## src/rtl/stbuf_pkg.sv

```systemverilog
package stbuf_pkg;
  localparam int DW = 32;
  localparam int NB = DW / 8;

  typedef enum logic [1:0] {
    SZ_BYTE = 2'd0,
    SZ_HALF = 2'd1,
    SZ_WORD = 2'd2,
    SZ_WRD3 = 2'd3
  } ld_size_e;

  typedef struct packed {
    logic          valid;
    logic [DW-1:0] data;
    logic [NB-1:0] be;
  } st_lane_t;

  // shift a merged word down to its byte offset and zero-extend by size
  function automatic logic [DW-1:0] align_load(input logic [DW-1:0] word,
                                               input logic [1:0]    off,
                                               input logic [1:0]    size);
    logic [DW-1:0] sh;
    sh = word >> {off, 3'b000};
    case (size)
      SZ_BYTE: align_load = {{(DW-8){1'b0}},  sh[7:0]};
      SZ_HALF: align_load = {{(DW-16){1'b0}}, sh[15:0]};
      default: align_load = sh;
    endcase
  endfunction

  function automatic logic same_word(input logic [31:0] a, input logic [31:0] b);
    same_word = (a == b);
  endfunction
endpackage

```

## src/rtl/stbuf_arb.sv

```systemverilog
module stbuf_arb (
  input  logic slot_full,
  input  logic wb_valid,
  input  logic ld_req,
  input  logic dc_busy,
  output logic issue_slot,
  output logic issue_wb,
  output logic capture_wb,
  output logic stall_wb,
  output logic hold_ld
);
  logic port_free_for_store;

  always_comb begin
    // loads win the port unless the slot is occupied
    port_free_for_store = !dc_busy && (slot_full || !ld_req);
    issue_slot = slot_full && port_free_for_store;
    issue_wb   = !slot_full && wb_valid && port_free_for_store;
    capture_wb = wb_valid && ((!slot_full && !port_free_for_store) || issue_slot);
    stall_wb   = wb_valid && slot_full && !issue_slot;
    hold_ld    = ld_req && slot_full;
  end
endmodule

```

## src/rtl/stbuf_slot.sv

```systemverilog
module stbuf_slot #(
  parameter int AW = 16
) (
  input  logic                      clk,
  input  logic                      rst_n,
  input  logic                      load_en,
  input  logic                      drain,
  input  logic [AW-1:0]             in_addr,
  input  stbuf_pkg::st_lane_t       in_lane,
  output logic                      full,
  output logic [AW-1:0]             addr,
  output stbuf_pkg::st_lane_t       lane
);
  import stbuf_pkg::*;

  always_ff @(posedge clk or negedge rst_n) begin
    if (!rst_n) begin
      full <= 1'b0;
      addr <= '0;
      lane <= '0;
    end else begin
      if (load_en) begin
        full <= 1'b1;
        addr <= in_addr;
        lane <= in_lane;
      end else if (drain) begin
        full <= 1'b0;
        lane.valid <= 1'b0;
      end
    end
  end
endmodule

```

## src/rtl/stbuf_merge.sv

```systemverilog
module stbuf_merge #(
  parameter int WW = 14
) (
  input  logic [WW-1:0]             ld_word,
  input  logic [WW-1:0]             ex_word,
  input  logic [WW-1:0]             wb_word,
  input  logic [WW-1:0]             sl_word,
  input  stbuf_pkg::st_lane_t       ex_lane,
  input  stbuf_pkg::st_lane_t       wb_lane,
  input  stbuf_pkg::st_lane_t       sl_lane,
  input  logic [stbuf_pkg::DW-1:0]  cache_word,
  output logic [stbuf_pkg::DW-1:0]  merged
);
  import stbuf_pkg::*;

  logic ex_hit, wb_hit, sl_hit;
  assign ex_hit = ex_lane.valid && (ex_word == ld_word);
  assign wb_hit = wb_lane.valid && (wb_word == ld_word);
  assign sl_hit = sl_lane.valid && (sl_word == ld_word);

  for (genvar b = 0; b < NB; b++) begin : g_byte
    always_comb begin
      if (ex_hit && ex_lane.be[b])
        merged[b*8 +: 8] = ex_lane.data[b*8 +: 8];
      else if (wb_hit && wb_lane.be[b])
        merged[b*8 +: 8] = wb_lane.data[b*8 +: 8];
      else if (sl_hit && sl_lane.be[b])
        merged[b*8 +: 8] = sl_lane.data[b*8 +: 8];
      else
        merged[b*8 +: 8] = cache_word[b*8 +: 8];
    end
  end
endmodule

```

## src/rtl/stbuf_fwd.sv

```systemverilog
module stbuf_fwd #(
  parameter int AW = 16
) (
  input  logic          clk,
  input  logic          rst_n,
  input  logic          wb_st_valid,
  input  logic [AW-1:0] wb_st_addr,
  input  logic [31:0]   wb_st_data,
  input  logic [3:0]    wb_st_be,
  output logic          wb_stall,
  input  logic          ag_ld_req,
  output logic          ag_ld_hold,
  input  logic          dc_busy,
  output logic          dc_wr_valid,
  output logic [AW-1:0] dc_wr_addr,
  output logic [31:0]   dc_wr_data,
  output logic [3:0]    dc_wr_be,
  input  logic          ex_st_valid,
  input  logic [AW-1:0] ex_st_addr,
  input  logic [31:0]   ex_st_data,
  input  logic [3:0]    ex_st_be,
  input  logic [AW-1:0] of_ld_addr,
  input  logic [1:0]    of_ld_size,
  input  logic [31:0]   dc_rd_data,
  output logic [31:0]   of_ld_data
);
  import stbuf_pkg::*;

  localparam int WW = AW - 2;

  st_lane_t      wb_lane, ex_lane, slot_lane;
  logic [AW-1:0] slot_addr;
  logic          slot_full;
  logic          issue_slot, issue_wb, capture_wb;
  logic [DW-1:0] merged_word;

  assign wb_lane = '{valid: wb_st_valid, data: wb_st_data, be: wb_st_be};
  assign ex_lane = '{valid: ex_st_valid, data: ex_st_data, be: ex_st_be};

  stbuf_arb u_arb (
    .slot_full  (slot_full),
    .wb_valid   (wb_st_valid),
    .ld_req     (ag_ld_req),
    .dc_busy    (dc_busy),
    .issue_slot (issue_slot),
    .issue_wb   (issue_wb),
    .capture_wb (capture_wb),
    .stall_wb   (wb_stall),
    .hold_ld    (ag_ld_hold)
  );

  stbuf_slot #(.AW(AW)) u_slot (
    .clk     (clk),
    .rst_n   (rst_n),
    .load_en (capture_wb),
    .drain   (issue_slot),
    .in_addr (wb_st_addr),
    .in_lane (wb_lane),
    .full    (slot_full),
    .addr    (slot_addr),
    .lane    (slot_lane)
  );

  always_comb begin
    dc_wr_valid = issue_slot || issue_wb;
    if (slot_full) begin
      dc_wr_addr = slot_addr;
      dc_wr_data = slot_lane.data;
      dc_wr_be   = slot_lane.be;
    end else begin
      dc_wr_addr = wb_st_addr;
      dc_wr_data = wb_st_data;
      dc_wr_be   = wb_st_be;
    end
  end

  stbuf_merge #(.WW(WW)) u_merge (
    .ld_word    (of_ld_addr[AW-1:2]),
    .ex_word    (ex_st_addr[AW-1:2]),
    .wb_word    (wb_st_addr[AW-1:2]),
    .sl_word    (slot_addr[AW-1:2]),
    .ex_lane    (ex_lane),
    .wb_lane    (wb_lane),
    .sl_lane    (slot_lane),
    .cache_word (dc_rd_data),
    .merged     (merged_word)
  );

  assign of_ld_data = align_load(merged_word, of_ld_addr[1:0], of_ld_size);
endmodule

```

## config.mk

```make
export PLATFORM = sky130hd
export DESIGN_NAME = stbuf_fwd
export DESIGN_NICKNAME = d
export VERILOG_FILES = /design/src/rtl/stbuf_pkg.sv /design/src/rtl/stbuf_arb.sv /design/src/rtl/stbuf_slot.sv /design/src/rtl/stbuf_merge.sv /design/src/rtl/stbuf_fwd.sv
export SDC_FILE = /design/constraint.sdc
export NUM_CORES = 1
export LEC_CHECK = 0
export BUFFER_PORTS_ARGS = -buffer_cell sky130_fd_sc_hd__buf_2
export CAP_MARGIN = 25
export CORE_ASPECT_RATIO = 1.2
export CORE_MARGIN = 2
export CORE_UTILIZATION = 45
export CTS_CLUSTER_SIZE = 30
export DETAILED_ROUTE_END_ITERATION = 8
export PLACE_DENSITY = 0.84
export SYNTH_ARGS = -nofsm -noshare
export SYNTH_HDL_FRONTEND = slang
export SYNTH_HIERARCHICAL = 1
export SYNTH_SLANG_ARGS = --single-unit
```

## constraint.sdc

```tcl
create_clock -name clk -period 4.7 [get_ports clk]
set_input_delay 0.94 -clock clk [delete_from_list [all_inputs] [get_ports clk]]
set_output_delay 0.94 -clock clk [all_outputs]
set_load 0.03 [all_outputs]
```

==> results.cfg <==
[run_status]
status = finished clean

[synth]
synth_cell_types = 44
ys_seq_area_share_pct = 25.6
synth_area_sq_um = 5290
yosysWarningCount = 6
syn-num-nets = 643
syn_inst = 483
avgSynthCellArea_sq_um = 10.9
synth_top_cell_by_area = dfrtp_1
synth_area_leaders = dfrtp_1, mux2_2, mux2_4, xnor2_1, mux2_1
ys_ff_latch = 54
synth_top_area_share_pct = 25.6

[clocking]
clock_latency_ns = 0.30
cts_resized = 0
cts.sinks = 54
clkSlewWorstSetupHoldPaths_ns = 0.08
cts_buffers = 5
cts-root-buf = clkbuf_16
cts_tree = built
cts_hold_buf = 0
cts.path.max_buffers = 2
htreeDepth = 2
post_cts_buffers = 0

[global_route]
grt_max_degree = 56
antenna_found_initial = 1
grt.total_usage_pct = 25.7
grt_first_pass_wirelength_um = 24600
grt_pass1_vias = 4721
overflow = 0

[route]
route.detailed.drc = 0
wl_um = 17100
first_pass_iters = 5
via_per_inst = 5.52
first_iter_violations = 183
wl_per_cell_um = 19.4
vias = 4873
ant_nets = 0

[setup_path]
reg2reg_slack_ns = 2.26
cp_slowest_cell = mux2_1
max_stage_delay_ns = 0.40
reg2regPathDepth = 4
r2r_end = u_slot/addr[14]
reg2reg_from = u_slot/full
critPathRequiredTime_ns = 3.76
cp_cell_sequence = buf_2, xor2_1, nor4_4, buf_4, nand4_4, mux2_1, mux2_2, mux2_2, nor2b_1, a211oi_1, a211oi_1, buf_2
critPathLaunchType = input port
end_kind = output port
arrival_ns = 3.61
crit_fanout = 8
worstSetupPathType = input port to output port

[timing]
finalClockSkew_ns = 0.00584
slew_headroom_pct = 30.6
period_share_pct = 96.8
finalSetupViolCount = 0
worstMarginPinSlew_ns = 1.04
fin_crit_ns = 4.55
finalHoldViolCount = 0
clock.fmax_mhz = 220
drv_slew = 0

[run]
max-cap-violations = 0

[placed_design]
dpl.cell_count = 873
io_buffers = 244
placed_area_sq_um = 6610
gp_congestion = 0.872
dp_hpwl_um = 13300

[power_and_ir_drop]
peakVddDrop_mv = 0.206
p_per_area_nw_per_um2 = 369
p_leak_uw = 0.00320

[final_layout]
drive_above_1_share_pct = 60.8
fin_area_sq_um = 6810
stdcell_count = 883
syn_to_final_growth_pct = 28.9
layout_common_cells = buf_2, mux2_2, dfrtp_1, mux2_4, o21ai_0
final_common_cell = buf_2
nets = 884

[worst_hold_path]
hold_path_class = register to register
holdPathStages = 1
whs_endpoint = u_slot/lane[36]
min_from = u_slot/lane[36]

[floorplan]
start_util_pct = 45.9
pin_count = 247
die-area_sq_um = 12600
die_h_um = 123
die_w_um = 103
coreArea_sq_um = 11500
row_count = 43
==> worst max-delay path: cells and delay by family <==
kind	cells	cell delay (ns)
mux	3	0.96
simple gates	3	0.64
buf+inv	3	0.57
compound gates	2	0.31
xor+xnor	1	0.18
==> how the worst max path moves through the flow <==
stage | start | end | slack, ns | depth (start not counted)
2_1_floorplan | of_ld_addr[4] | of_ld_data[13] | 0.33 | 10
5_1_grt | of_ld_addr[4] | of_ld_data[15] | -0.03 | 12
6_report | of_ld_addr[10] | of_ld_data[14] | 0.15 | 12
3_3_place_gp | of_ld_addr[3] | of_ld_data[15] | 0.14 | 12
3_5_place_dp | of_ld_addr[10] | of_ld_data[4] | 0.15 | 10
4_1_cts | of_ld_addr[3] | of_ld_data[15] | 0.13 | 12
==> cells in the mapped netlist (all sizes together) <==
master / n
nor2: 15
buf: 23
mux2i: 9
a211oi: 15
a22o: 2
xor2: 12
mux2: 168
o221ai: 2
o21ai: 33
nor4b: 4
nor4: 5
xnor2: 25
and2b: 4
mux4: 7
a21oi: 17
o22ai: 1
clkbuf: 4
nand4: 8
dfrtp: 54
nand2b: 12
nand2: 25
a21o: 1
nor2b: 6
or3: 1
inv: 6
and4: 1
and3: 1
and2: 12
or2: 1
nand3: 7
nor3: 1
nand3b: 1
==> sequential cells by signal, summed over array words and instances, names as in the netlist <==
signal	cells
u_slot/lane	37
u_slot/addr	16
u_slot/full	1
==> metrics by stage <==
| stage | worst slack (ns) | util (%) | hold WS [ns] | total power (uW) | setup TNS, ns |
|---|---|---|---|---|---|
| after floorplan | 0.327 | - | 0.458 | 1700 | 0 |
| after global placement | 0.143 | 57.4 | 0.487 | 2030 | 0 |
| after detailed placement | 0.149 | 57.4 | 0.486 | 2060 | 0 |
| after CTS | 0.131 | 58.8 | 0.512 | 2510 | 0 |
| after global routing | -0.0252 | 59.2 | 0.530 | 2620 | -0.0382 |
| final | 0.152 | 59.2 | 0.515 | 2510 | 0 |
==> metal layers <==
| layer | track usage (%) | vias up | share of wire [%] |
|---|---|---|---|
| li1 | - | 2257 | - |
| met1 | 29.8 | 2354 | 39 |
| met2 | 46.9 | 231 | 52 |
| met3 | 4.38 | 31 | 6.3 |
| met4 | 8.88 | 0 | 2.4 |
| met5 | 0 | - | 0 |
==> power by group <==
group | internal [uW] | switching, uW
Clock | 252 | 183
Combinational | 612 | 755
Sequential | 592 | 118
==> layout make-up <==
type                       instances  area, sq um
sequential                        54         1350
clock buffer                       6          129
timing repair buffer             261         1360
clock inverter                     2         37.5
multi-input combinational        396         3710
antenna                            1         2.50
tap                              157          196
fill                            1017         4700
inverter                           6         22.5
==> kinds of logic (layout without fill, tap and decap cells) <==
group / count (synthesis) / count (layout) / share of synthesized area (%)
AND/OR/NAND/NOR: 104 / 104 / 11.9
XOR/XNOR: 37 / 37 / 6.13
AO/OA/AOI/OAI: 71 / 71 / 7.79
multiplexers: 184 / 184 / 43.8
buffers and inverters: 33 / 275 / 4.78
flip-flops: 54 / 54 / 25.6
other: 0 / 1 / 0
Note: power is estimated with default switching activity, not from simulation.
